[src/rtl/rg_pkg.sv]
package rg_pkg;
  typedef enum logic {SRC_STATIC = 1'b0, SRC_RAMP = 1'b1} code_src_e;
endpackage

[src/rtl/rg_step_latch.sv]
module rg_step_latch #(
  parameter int ACC_W = 16
) (
  input  logic             clk_i,
  input  logic             rst_ni,
  input  logic             load_i,
  input  logic [ACC_W-1:0] step_i,
  output logic [ACC_W-1:0] step_o
);
  always_ff @(posedge clk_i) begin
    if (!rst_ni)     step_o <= '0;
    else if (load_i) step_o <= step_i;
  end
endmodule

[src/rtl/rg_down_acc.sv]
module rg_down_acc #(
  parameter int ACC_W = 16
) (
  input  logic             clk_i,
  input  logic             rst_ni,
  input  logic             run_i,
  input  logic             load_i,
  input  logic [ACC_W-1:0] peak_i,
  input  logic [ACC_W-1:0] step_i,
  output logic [ACC_W-1:0] acc_o
);
  logic [ACC_W-1:0] dec_val;
  logic             underflow;

  always_comb begin
    underflow = (acc_o < step_i);
    dec_val   = underflow ? '0 : (acc_o - step_i);
  end

  always_ff @(posedge clk_i) begin
    if (!rst_ni)     acc_o <= '0;
    else if (run_i) begin
      if (load_i)    acc_o <= peak_i;
      else           acc_o <= dec_val;
    end
  end
endmodule

[src/rtl/rg_code_sel.sv]
module rg_code_sel
  import rg_pkg::*;
#(
  parameter int ACC_W = 16,
  parameter int DAC_W = 12
) (
  input  code_src_e        src_i,
  input  logic [ACC_W-1:0] acc_i,
  input  logic [DAC_W-1:0] static_i,
  output logic [DAC_W-1:0] code_o
);
  localparam int FRAC_W = ACC_W - DAC_W;
  logic [DAC_W-1:0] ramp_code;

  generate
    if (FRAC_W > 0) begin : g_frac
      assign ramp_code = acc_i[ACC_W-1:FRAC_W];
    end else begin : g_nofrac
      assign ramp_code = acc_i[DAC_W-1:0];
    end
  endgenerate

  always_comb code_o = (src_i == SRC_RAMP) ? ramp_code : static_i;
endmodule

[src/rtl/slope_ramp_gen.sv]
module slope_ramp_gen
  import rg_pkg::*;
#(
  parameter int ACC_W = 16,
  parameter int DAC_W = 12
) (
  input  logic             clk_i,
  input  logic             rst_ni,
  input  logic             ramp_mode_i,
  input  logic             reload_i,
  input  logic [ACC_W-1:0] peak_ref_i,
  input  logic [ACC_W-1:0] dec_step_i,
  input  logic [DAC_W-1:0] static_code_i,
  output logic [DAC_W-1:0] dac_code_o,
  output logic [ACC_W-1:0] ramp_sts_o
);
  code_src_e        src;
  logic             load_evt;
  logic [ACC_W-1:0] step_q;

  assign src      = ramp_mode_i ? SRC_RAMP : SRC_STATIC;
  assign load_evt = ramp_mode_i & reload_i;

  rg_step_latch #(.ACC_W(ACC_W)) i_step (
    .clk_i(clk_i), .rst_ni(rst_ni), .load_i(load_evt),
    .step_i(dec_step_i), .step_o(step_q)
  );

  rg_down_acc #(.ACC_W(ACC_W)) i_acc (
    .clk_i(clk_i), .rst_ni(rst_ni), .run_i(ramp_mode_i), .load_i(reload_i),
    .peak_i(peak_ref_i), .step_i(step_q), .acc_o(ramp_sts_o)
  );

  rg_code_sel #(.ACC_W(ACC_W), .DAC_W(DAC_W)) i_sel (
    .src_i(src), .acc_i(ramp_sts_o), .static_i(static_code_i), .code_o(dac_code_o)
  );
endmodule

[config.mk]
export PLATFORM = sky130hd
export DESIGN_NAME = slope_ramp_gen
export DESIGN_NICKNAME = d
export VERILOG_FILES = /design/src/rtl/rg_pkg.sv /design/src/rtl/rg_step_latch.sv /design/src/rtl/rg_down_acc.sv /design/src/rtl/rg_code_sel.sv /design/src/rtl/slope_ramp_gen.sv
export SDC_FILE = /design/constraint.sdc
export NUM_CORES = 1
export LEC_CHECK = 0
export BUFFER_PORTS_ARGS = -buffer_cell sky130_fd_sc_hd__buf_2
export CAP_MARGIN = 20
export CELL_PAD_IN_SITES_DETAIL_PLACEMENT = 0
export CELL_PAD_IN_SITES_GLOBAL_PLACEMENT = 1
export CORE_MARGIN = 4
export CORE_UTILIZATION = 39
export DETAILED_ROUTE_END_ITERATION = 8
export PLACE_DENSITY_LB_ADDON = 0.1
export SYNTH_ARGS = -nofsm -noshare
export SYNTH_HDL_FRONTEND = slang
export SYNTH_SLANG_ARGS = --single-unit
[constraint.sdc]
create_clock -name clk_i -period 6.3 [get_ports clk_i]
set_clock_uncertainty 0.05 [all_clocks]
set_input_delay 1.26 -clock clk_i [delete_from_list [all_inputs] [get_ports clk_i]]
set_output_delay 1.26 -clock clk_i [all_outputs]
set_load 0.005 [all_outputs]
After elaboration in Yosys (flattened, before gate mapping)
Index checks and enable logic that the tools add are counted.
{ "classes": {"addsub": 1, "multipliers": 0, "div_mod_pow": 0, "n_lt_le_gt_ge": 1, "n_eq_ne": 0, "n_shift": 0, "muxes": 4, "n_bitwise": 1, "n_reduce_logical": 0} }
{ "ops": {"columns": ["op", "n"], "rows": [
  ["16-bit two-way mux", 2],
  ["16-bit less-than comparator", 1],
  ["16-bit subtractor", 1],
  ["12-bit two-way mux", 1],
  ["1-bit AND", 1],
  ["1-bit two-way mux", 1]
]} }
{ "word_totals": {"register_bits": 32, "latchBits": 0, "ram_bits": 0, "rom_bits": 0, "in_bits": 48, "word_cells": 9, "memories": 0} }

Depth between registers and ports, before layout
Gate-level depths: netlist of the first run.
{ "depth": {"depth_word": 3, "depth_mapped": 10} }

Hierarchy
A second synthesis of the first run with hierarchy kept.
{ "unflattened": {"cells_unflattened": 288, "area_unflattened_um2": 2459.9} }
{ "modules_own_cells": {"columns": ["module", "n_inst", "cells_each", "area_per_inst_um2", "seq_area_each_um2"], "rows": [
  ["rg_down_acc", 1, 223, 1654.1, 320.3],
  ["rg_step_latch", 1, 51, 615.6, 320.3],
  ["rg_code_sel", 1, 13, 183.9, 0.0],
  ["slope_ramp_gen", 1, 1, 6.3, 0.0]
]} }

Least setup slack after synthesis of the first run
No wires, ideal clock.
{ "synth_timing": {"path_type": "input port to output port", "startpoint": "in ramp_mode_i", "endpoint": "out dac_code_o[0]", "t_arrival_ns": 2.310, "required_time_ns": 4.990, "setup_slack_ns": 2.680, "stages": 3, "path_cell_list": "clkbuf_1 -> buf_1 -> mux2_2"} }
{ "synth_between": {"elab_chain_cells": 2} }
{ "synth_rtl": {"columns": ["element", "line", "source"], "rows": [
  ["start, declared", "slope_ramp_gen.sv:9", "input logic ramp_mode_i,"],
  ["1-bit two-way mux", "slope_ramp_gen.sv:21", "assign src = ramp_mode_i ? SRC_RAMP : SRC_STATIC;"],
  ["12-bit two-way mux", "rg_code_sel.sv:23", "always_comb code_o = (src_i == SRC_RAMP) ? ramp_code : static_i;"],
  ["end, declared", "slope_ramp_gen.sv:14", "output logic [DAC_W-1:0] dac_code_o,"]
]} }
Every way passes these cells.

Worst setup path in the final report of the first run
Ends and elaborated chain as after synthesis.

==> key figures, run 1 <==
Worst setup path
  – Cell mode on critical path: buf_2
  – Crit path max fanout: 30
  – Slowest-stage cell, CP: buf_2
  – Worst EP required: about 5 ns
  – Crit-path max cell delay: approximately 0.47 ns
  – Arr. time, crit path: 2.27 ns
  – CP Capture Type: output port
  – Critical Path Source Type: input port
  – Critical path class: in2out
  – Cell Chain, Critical Path: buf_2, mux2_2, buf_2

Synthesis
  – Synth top cells by count: 46 x nand2_1, 32 x dfxtp_1, 18 x inv_1
  – Warning count from the yosys run: 0
  – Syn_area_per_cell: 8.26 sq um
  – Cell Area, Synth: 0.00219 sq mm
  – Yosys top cell area share: 29.3%
  – Post-synth ARST share: 0%
  – Cell count after synthesis: around 270
  – Cell variety after synth: a little over 40
  – Syn_nets: 331
  – Number of synthesized flops with an enable pin: 0
  – Area leader, netlist: dfxtp_1
  – Most common cell in the netlist: nand2_1
  – Yosys reg bits: 32
  – Synth area leaders: dfxtp_1 29%, ha_1 9.7%, nand2_1 7.9%
  – Sequential fraction of the synthesis area: between 20% and 30%
  – Synth Flop Type: dfxtp_1

GRT
  – Largest net degree at the start of global routing: 33
  – Vias in the first global route: 2,017
  – Initial antenna violation count: 0
  – Global route overflow: 0
  – Tot GR Track Use: 17.0%
  – First-pass GRT wire length: roughly 9.8 mm

CTS
  – Htree depth: 2
  – Clk slew on worst S/H paths: 0.06 ns
  – CTS Buffer Depth: 2
  – Clock Sinks: 32
  – Root Driver: clkbuf_8
  – Total CTS buffers: 5
  – Clock latency on the worst-skew pair: 0.28 ns
  – Cts hold-fix bufs: 0
  – Post-CTS Setup Bufs: 0
  – CTS tree: done
  – CTS resizes: 0

Placed design
  – Port-buffer cells: 75
  – Placer Congestion: about 0.86
  – HPWL reported at the end of detailed placement: roughly 4.4 mm

Timing
  – Max_slew headroom: 40.5%
  – RSZ-0062 raised after global routing: false
  – Slew @ Worst Pin: 0.893 ns
  – Fin crit period: around 3.6 ns
  – Final Hold Fails: 0
  – Fin Setup TNS: 0 ns
  – Final setup viols: 0
  – Final worst path period share: 56.8%
  – Final Max Tran Viols: 0
  – Fmax: 0.279 GHz

Power
  – PnR Total Power: 663 uW
  – Pwr Density: 245 mW/mm^2
  – Pleak: 0.00123 uW
  – Max VDD drop: 0.0000918 V

Floorplanning
  – Io pins: 76
  – Core region area: 0.00547 sq mm
  – Chip height: 82.9 um
  – Initial core utilization: 40.0%
  – Die area: 0.00687 sq mm
  – Die X: around 83 um
  – FP Rows: 27

Drt
  – Antenna viol nets, final: 0
  – Via-to-Cell Ratio: approximately 5
  – Via count: around 2,100
  – Mean routed wirelength per cell: 14.5 um
  – DRC: 0
  – DRT iter0 DRCs: 138
  – Total Wirelength: 5.90 mm
  – Drt pass-1 iters: 4

Run
  – Max cap viols: 0

Finish
  – Layout area overhead: 23.7%
  – Layout cell share with drive strength beyond 1: slightly below 30%
  – Ant. Diodes: 0
  – Final nets: about 400

Worst hold path
  – Worst min path class: reg2reg

Status
  – Outcome: finished, final reports clean
==> final timing paths <==
check                                               startpoint                              to  slack [ns]  depth (start not counted)
worst max-delay path                               ramp_mode_i                   dac_code_o[0]        2.72                          3
worst min-delay path            i_step.step_o[14]$_SDFFE_PN0P_  i_step.step_o[14]$_SDFFE_PN0P_        0.40                          2
worst max register to register     i_acc.acc_o[0]$_SDFFE_PN0P_    i_acc.acc_o[14]$_SDFFE_PN0P_        3.56                         10
worst min register to register  i_step.step_o[14]$_SDFFE_PN0P_  i_step.step_o[14]$_SDFFE_PN0P_        0.40                          2
==> power breakdown <==
part	internal, uW	switching, uW	total, uW	leakage (uW)
sequential	217	13.7	231	0.000262
combinational	123	136	259	0.000921
clock	97.3	75.8	173	0.0000503
total	438	226	663	0.00123
==> cells by family after synthesis <==
| logic type | after synthesis | synth area share (%) |
|---|---|---|
| XOR/XNOR | 13 | 5.20 |
| multiplexers | 14 | 7.09 |
| adder cells (fa/ha/maj) | 18 | 10.6 |
| AND/OR/NAND/NOR | 74 | 15.6 |
| AO/OA/AOI/OAI | 84 | 26.9 |
| buffers and inverters | 30 | 5.26 |
| flip-flops | 32 | 29.3 |
==> placed cells by master, fill, tap and decap left out, types with 6 or more instances in the layout <==
cell type  Yosys  layout
buf_2          2      75
nand2_1       46      46
dfxtp_1       32      32
inv_1         18      18
a21oi_1       17      17
ha_1          17      17
mux2_2        12      12
o21ai_0       10      10
a21boi_1       9       9
a21boi_0       8       8
nor2_1         7       7
xnor2_1        7       7
nor2b_1        7       7
clkbuf_8       0       7
xor2_1         6       6
a222oi_1       6       6
==> critical path: cells and delay by family <==
family                 cells  cell delay (ns)
multiplexers               1             0.40
buffers and inverters      2             0.59
==> sequential cells by signal, summed over array words and instances, names as in the netlist <==
name	count
i_acc.acc_o	16
i_step.step_o	16
==> metal layers <==
| metal | vias up | GRT usage (%) | wire length (um) |
|---|---|---|---|
| met5 | - | 0 | 0 |
| met4 | 0 | 3.57 | 36 |
| met3 | 4 | 3.57 | 325 |
| met2 | 61 | 27.3 | 2550 |
| met1 | 929 | 23.7 | 2990 |
| li1 | 1086 | - | - |
==> metrics by stage <==
| step | area, sq um | setup WS, ns | cells | hold WS, ns | utilization (%) |
|---|---|---|---|---|---|
| final | 2710 | 2.72 | 408 | 0.404 | 49.5 |
| after global routing | 2710 | 2.64 | 408 | 0.421 | 49.5 |
| after CTS | 2710 | 2.70 | 408 | 0.407 | 49.5 |
| after detailed placement | 2610 | 2.70 | 401 | 0.398 | 47.7 |
| after global placement | 2610 | 2.71 | 401 | 0.392 | 47.7 |
| after floorplan | 2190 | 2.68 | 265 | 0.385 | - |
==> final cells by class <==
type	instances	area, sq um
fill	608	2770
multi-input combinational	203	1430
sequential	32	641
timing repair buffer	75	375
clock buffer	7	96.3
tap	72	90.1
inverter	19	71.3
Power figures use the tool's default switching activity.
==> inputs of run 2 (changes only) <==
--- a/config.mk
+++ b/config.mk
@@ -10,7 +10,7 @@
 export CELL_PAD_IN_SITES_DETAIL_PLACEMENT = 0
 export CELL_PAD_IN_SITES_GLOBAL_PLACEMENT = 1
 export CORE_MARGIN = 4
-export CORE_UTILIZATION = 39
+export CORE_UTILIZATION = 36
 export DETAILED_ROUTE_END_ITERATION = 8
 export PLACE_DENSITY_LB_ADDON = 0.1
 export SYNTH_ARGS = -nofsm -noshare
==> constraint.sdc (replaced) <==
create_clock -name clk_i -period 3.5 [get_ports clk_i]
set_clock_uncertainty 0.05 [all_clocks]
set_input_delay 0.7 -clock clk_i [delete_from_list [all_inputs] [get_ports clk_i]]
set_output_delay 0.7 -clock clk_i [all_outputs]
set_load 0.005 [all_outputs]
==> run 2 against run 1 <==
Non-clock buffer count increased by 2. Sequential power rose by 81%. Utilization fell by 3.2 points. Via count fell by 1.3%. Highest routed layer unchanged. Critical path type is now reg2reg.
==> key figures, run 2 (synthesis gave the netlist of run 1 again) <==
GRT
  – GR Util met2: 24.9% (-2.3 points)
  – Initial antenna violation count: 0 (unchanged)
  – Tot GR Track Use: 15.8% (-1.2 points)
  – Met1 Use GR: 22.4% (-1.3 points)
  – GRT Max-Usage Layer: met2
  – First-pass GRT wire length: 9.43 mm (-3.7%)
  – Largest net degree at the start of global routing: 33 (unchanged)
  – Met3 usage: 2.79% (-0.79 points)
  – Global route overflow: 0 (unchanged)
  – Vias in the first global route: 1,990 (-1.3%)

Worst setup path
  – CP Capture Type: flop
  – FF-to-FF End: i_acc.acc_o[14]$_SDFFE_PN0P_
  – Worst EP required: 3.68 ns (-1.31 ns)
  – R2R Path Start: i_acc.acc_o[0]$_SDFFE_PN0P_
  – Arr. time, crit path: 2.77 ns (+0.50 ns)
  – Critical path class: reg2reg
  – Critical Path Source Type: flop
  – Reg2reg path depth: 10 (unchanged)
  – Crit path max fanout: 7 (-77%)
  – R2R Setup Slk: 0.91 ns (-2.65 ns)

Drt
  – Via count: 2,054 (-1.3%)
  – Antenna viol nets, final: 0 (unchanged)
  – Mean routed wirelength per cell: 14.2 um (-1.7%)
  – Drt pass-1 iters: 5 (+1)
  – DRC: 0 (unchanged)
  – Total Wirelength: 5.89 mm (-0.27%)
  – DRT iter0 DRCs: 85 (-38%)
  – Via-to-Cell Ratio: 4.96 (-2.7%)

Worst hold path
  – Min-Delay Endpoint: i_step.step_o[13]$_SDFFE_PN0P_
  – Min-Delay Startpoint: i_step.step_o[13]$_SDFFE_PN0P_
  – Hold depth: 2 (unchanged)
  – Worst min path class: reg2reg

Timing
  – Fmax: 0.386 GHz
  – Worst hold slack: 0.404 ns (+0.000191 ns)
  – Final setup viols: 0 (unchanged)
  – Final worst path period share: 74.1%
  – Slew @ Worst Pin: 0.592 ns (-0.302 ns)
  – Final Max Tran Viols: 0 (unchanged)
  – Fin Setup TNS: 0 ns (unchanged)
  – Final Hold Fails: 0 (unchanged)
  – Final setup margin: 0.908 ns (-1.81 ns)
  – Fin crit period: approximately 2.6 ns
  – Max_slew headroom: 60.6% (+20 points)
  – RSZ-0062 raised after global routing: false

Power
  – Pwr Density: 454 mW/mm^2 (+85%)
  – Pleak: 0.00125 uW (+1.1%)
  – Max VDD drop: 0.000193 V (+110%)

Placed design
  – Dpl ws: 0.893 ns (-1.81 ns)
  – Placer Congestion: 0.918 (+7.3%)
  – HPWL reported at the end of detailed placement: 4.54 mm (+3.5%)
  – Port-buffer cells: 75 (unchanged)
  – Dpl cell area: 0.00263 sq mm (+0.72%)

CTS
  – CTS Buffer Depth: 2 (unchanged)
  – Root Driver: clkbuf_8
  – Clk slew on worst S/H paths: 0.07 ns (about the same)
  – Total CTS buffers: 5 (unchanged)
  – CTS tree: done
  – Htree depth: 2 (unchanged)
  – Post-CTS Setup Bufs: 0 (unchanged)
  – Clock Sinks: 32 (unchanged)
  – CTS resizes: 0 (unchanged)
  – Cts hold-fix bufs: 0 (unchanged)
  – Clock latency on the worst-skew pair: 0.29 ns (about the same)

Finish
  – Register area: 641 sq um (unchanged)
  – Multi-input gate area in the final layout: 0.00143 sq mm (unchanged)
  – Ant. Diodes: 0 (unchanged)
  – Most frequent cells in the layout: 75 x buf_2, 46 x nand2_1, 32 x dfxtp_1
  – Fillers: 642 (+5.6%)
  – Final design utilization: 46.3% (-3.2 points)
  – Most common cell after layout, fill and taps aside: buf_2
  – Final nets: 404 (+0.50%)
  – Design Area, Final: 0.00274 sq mm (+1.2%)
  – Layout cell share with drive strength beyond 1: 29.8% (+0.63 points)
  – Layout area overhead: 25.2%
  – Top Registers: i_acc.acc_o: 16 flops, i_step.step_o: 16 flops

Floorplanning
  – FP Rows: 28 (+3.7%)
  – Core region area: 0.00592 sq mm (+8.2%)
  – Initial core utilization: 37.0% (-3.0 points)
  – Die X: 86.0 um (+3.7%)
  – Chip height: 86.0 um (+3.7%)
  – Die area: 0.00739 sq mm (+7.5%)
  – Io pins: 76 (unchanged)

Status
  – Outcome: finished, final reports clean

Run
  – Max cap viols: 0 (unchanged)
==> run 2: cell count changes in the layout (fill, tap and decap cells not counted), sizes merged <==
cell      delta
buf          +2
clkbuf       -2
clkinvlp     +1
clkinv       +1
bufinv       +1
==> run 2: how the worst max path moves through the flow <==
| stage | start | endpoint | slack [ns] | cells past startpoint |
|---|---|---|---|---|
| final | i_acc.acc_o[0]$_SDFFE_PN0P_ | i_acc.acc_o[14]$_SDFFE_PN0P_ | 0.91 | 10 |
| after global routing | i_acc.acc_o[0]$_SDFFE_PN0P_ | i_acc.acc_o[15]$_SDFFE_PN0P_ | 0.72 | 10 |
| after CTS | i_acc.acc_o[0]$_SDFFE_PN0P_ | i_acc.acc_o[13]$_SDFFE_PN0P_ | 0.88 | 10 |
| after detailed placement | i_acc.acc_o[0]$_SDFFE_PN0P_ | i_acc.acc_o[13]$_SDFFE_PN0P_ | 0.89 | 10 |
| after global placement | i_acc.acc_o[0]$_SDFFE_PN0P_ | i_acc.acc_o[15]$_SDFFE_PN0P_ | 0.99 | 10 |
| after floorplan | ramp_mode_i | dac_code_o[0] | 1.0 | 3 |
==> run 2: worst max-delay path, stage by stage, from the launching register on <==
cell and delay [ns]:
dfxtp_1 0.34, inv_1 0.06, ha_1 0.20, fa_1 0.38, nand2b_1 0.19, a21oi_1 0.19, o2111ai_1 0.21, a21o_1 0.26
nor3_4 0.29, and2_1 0.23, a22o_1 0.13
==> run 2: area by class of cell <==
class	count	area share, %
Sequential cell	32	23.4
Inverter	19	2.60
Timing Repair Buffer	77	14.2
Multi-Input combinational cell	203	52.3
Tap cell	75	3.42
Clock inverter	3	1.55
Clock buffer	5	2.51
==> run 2: metal layers <==
layer,routed length [um],share of wire [%]
met1,2960,50
met3,320,5.4
met2,2590,44
met5,0,0
met4,19,0.32
==> run 2: power by group <==
group,switching [uW],leakage (uW),internal (uW)
registers,25.4,0.000262,391
logic,246,0.000931,222
clock network,150,0.0000541,211
total,421,0.00125,824
==> run 2: metrics by stage <==
step / cells / total power (uW)
floorplan: 265 / 758
finish: 414 / 1250
global placement: 406 / 892
global route: 414 / 1330
CTS: 414 / 1260
detailed placement: 406 / 892
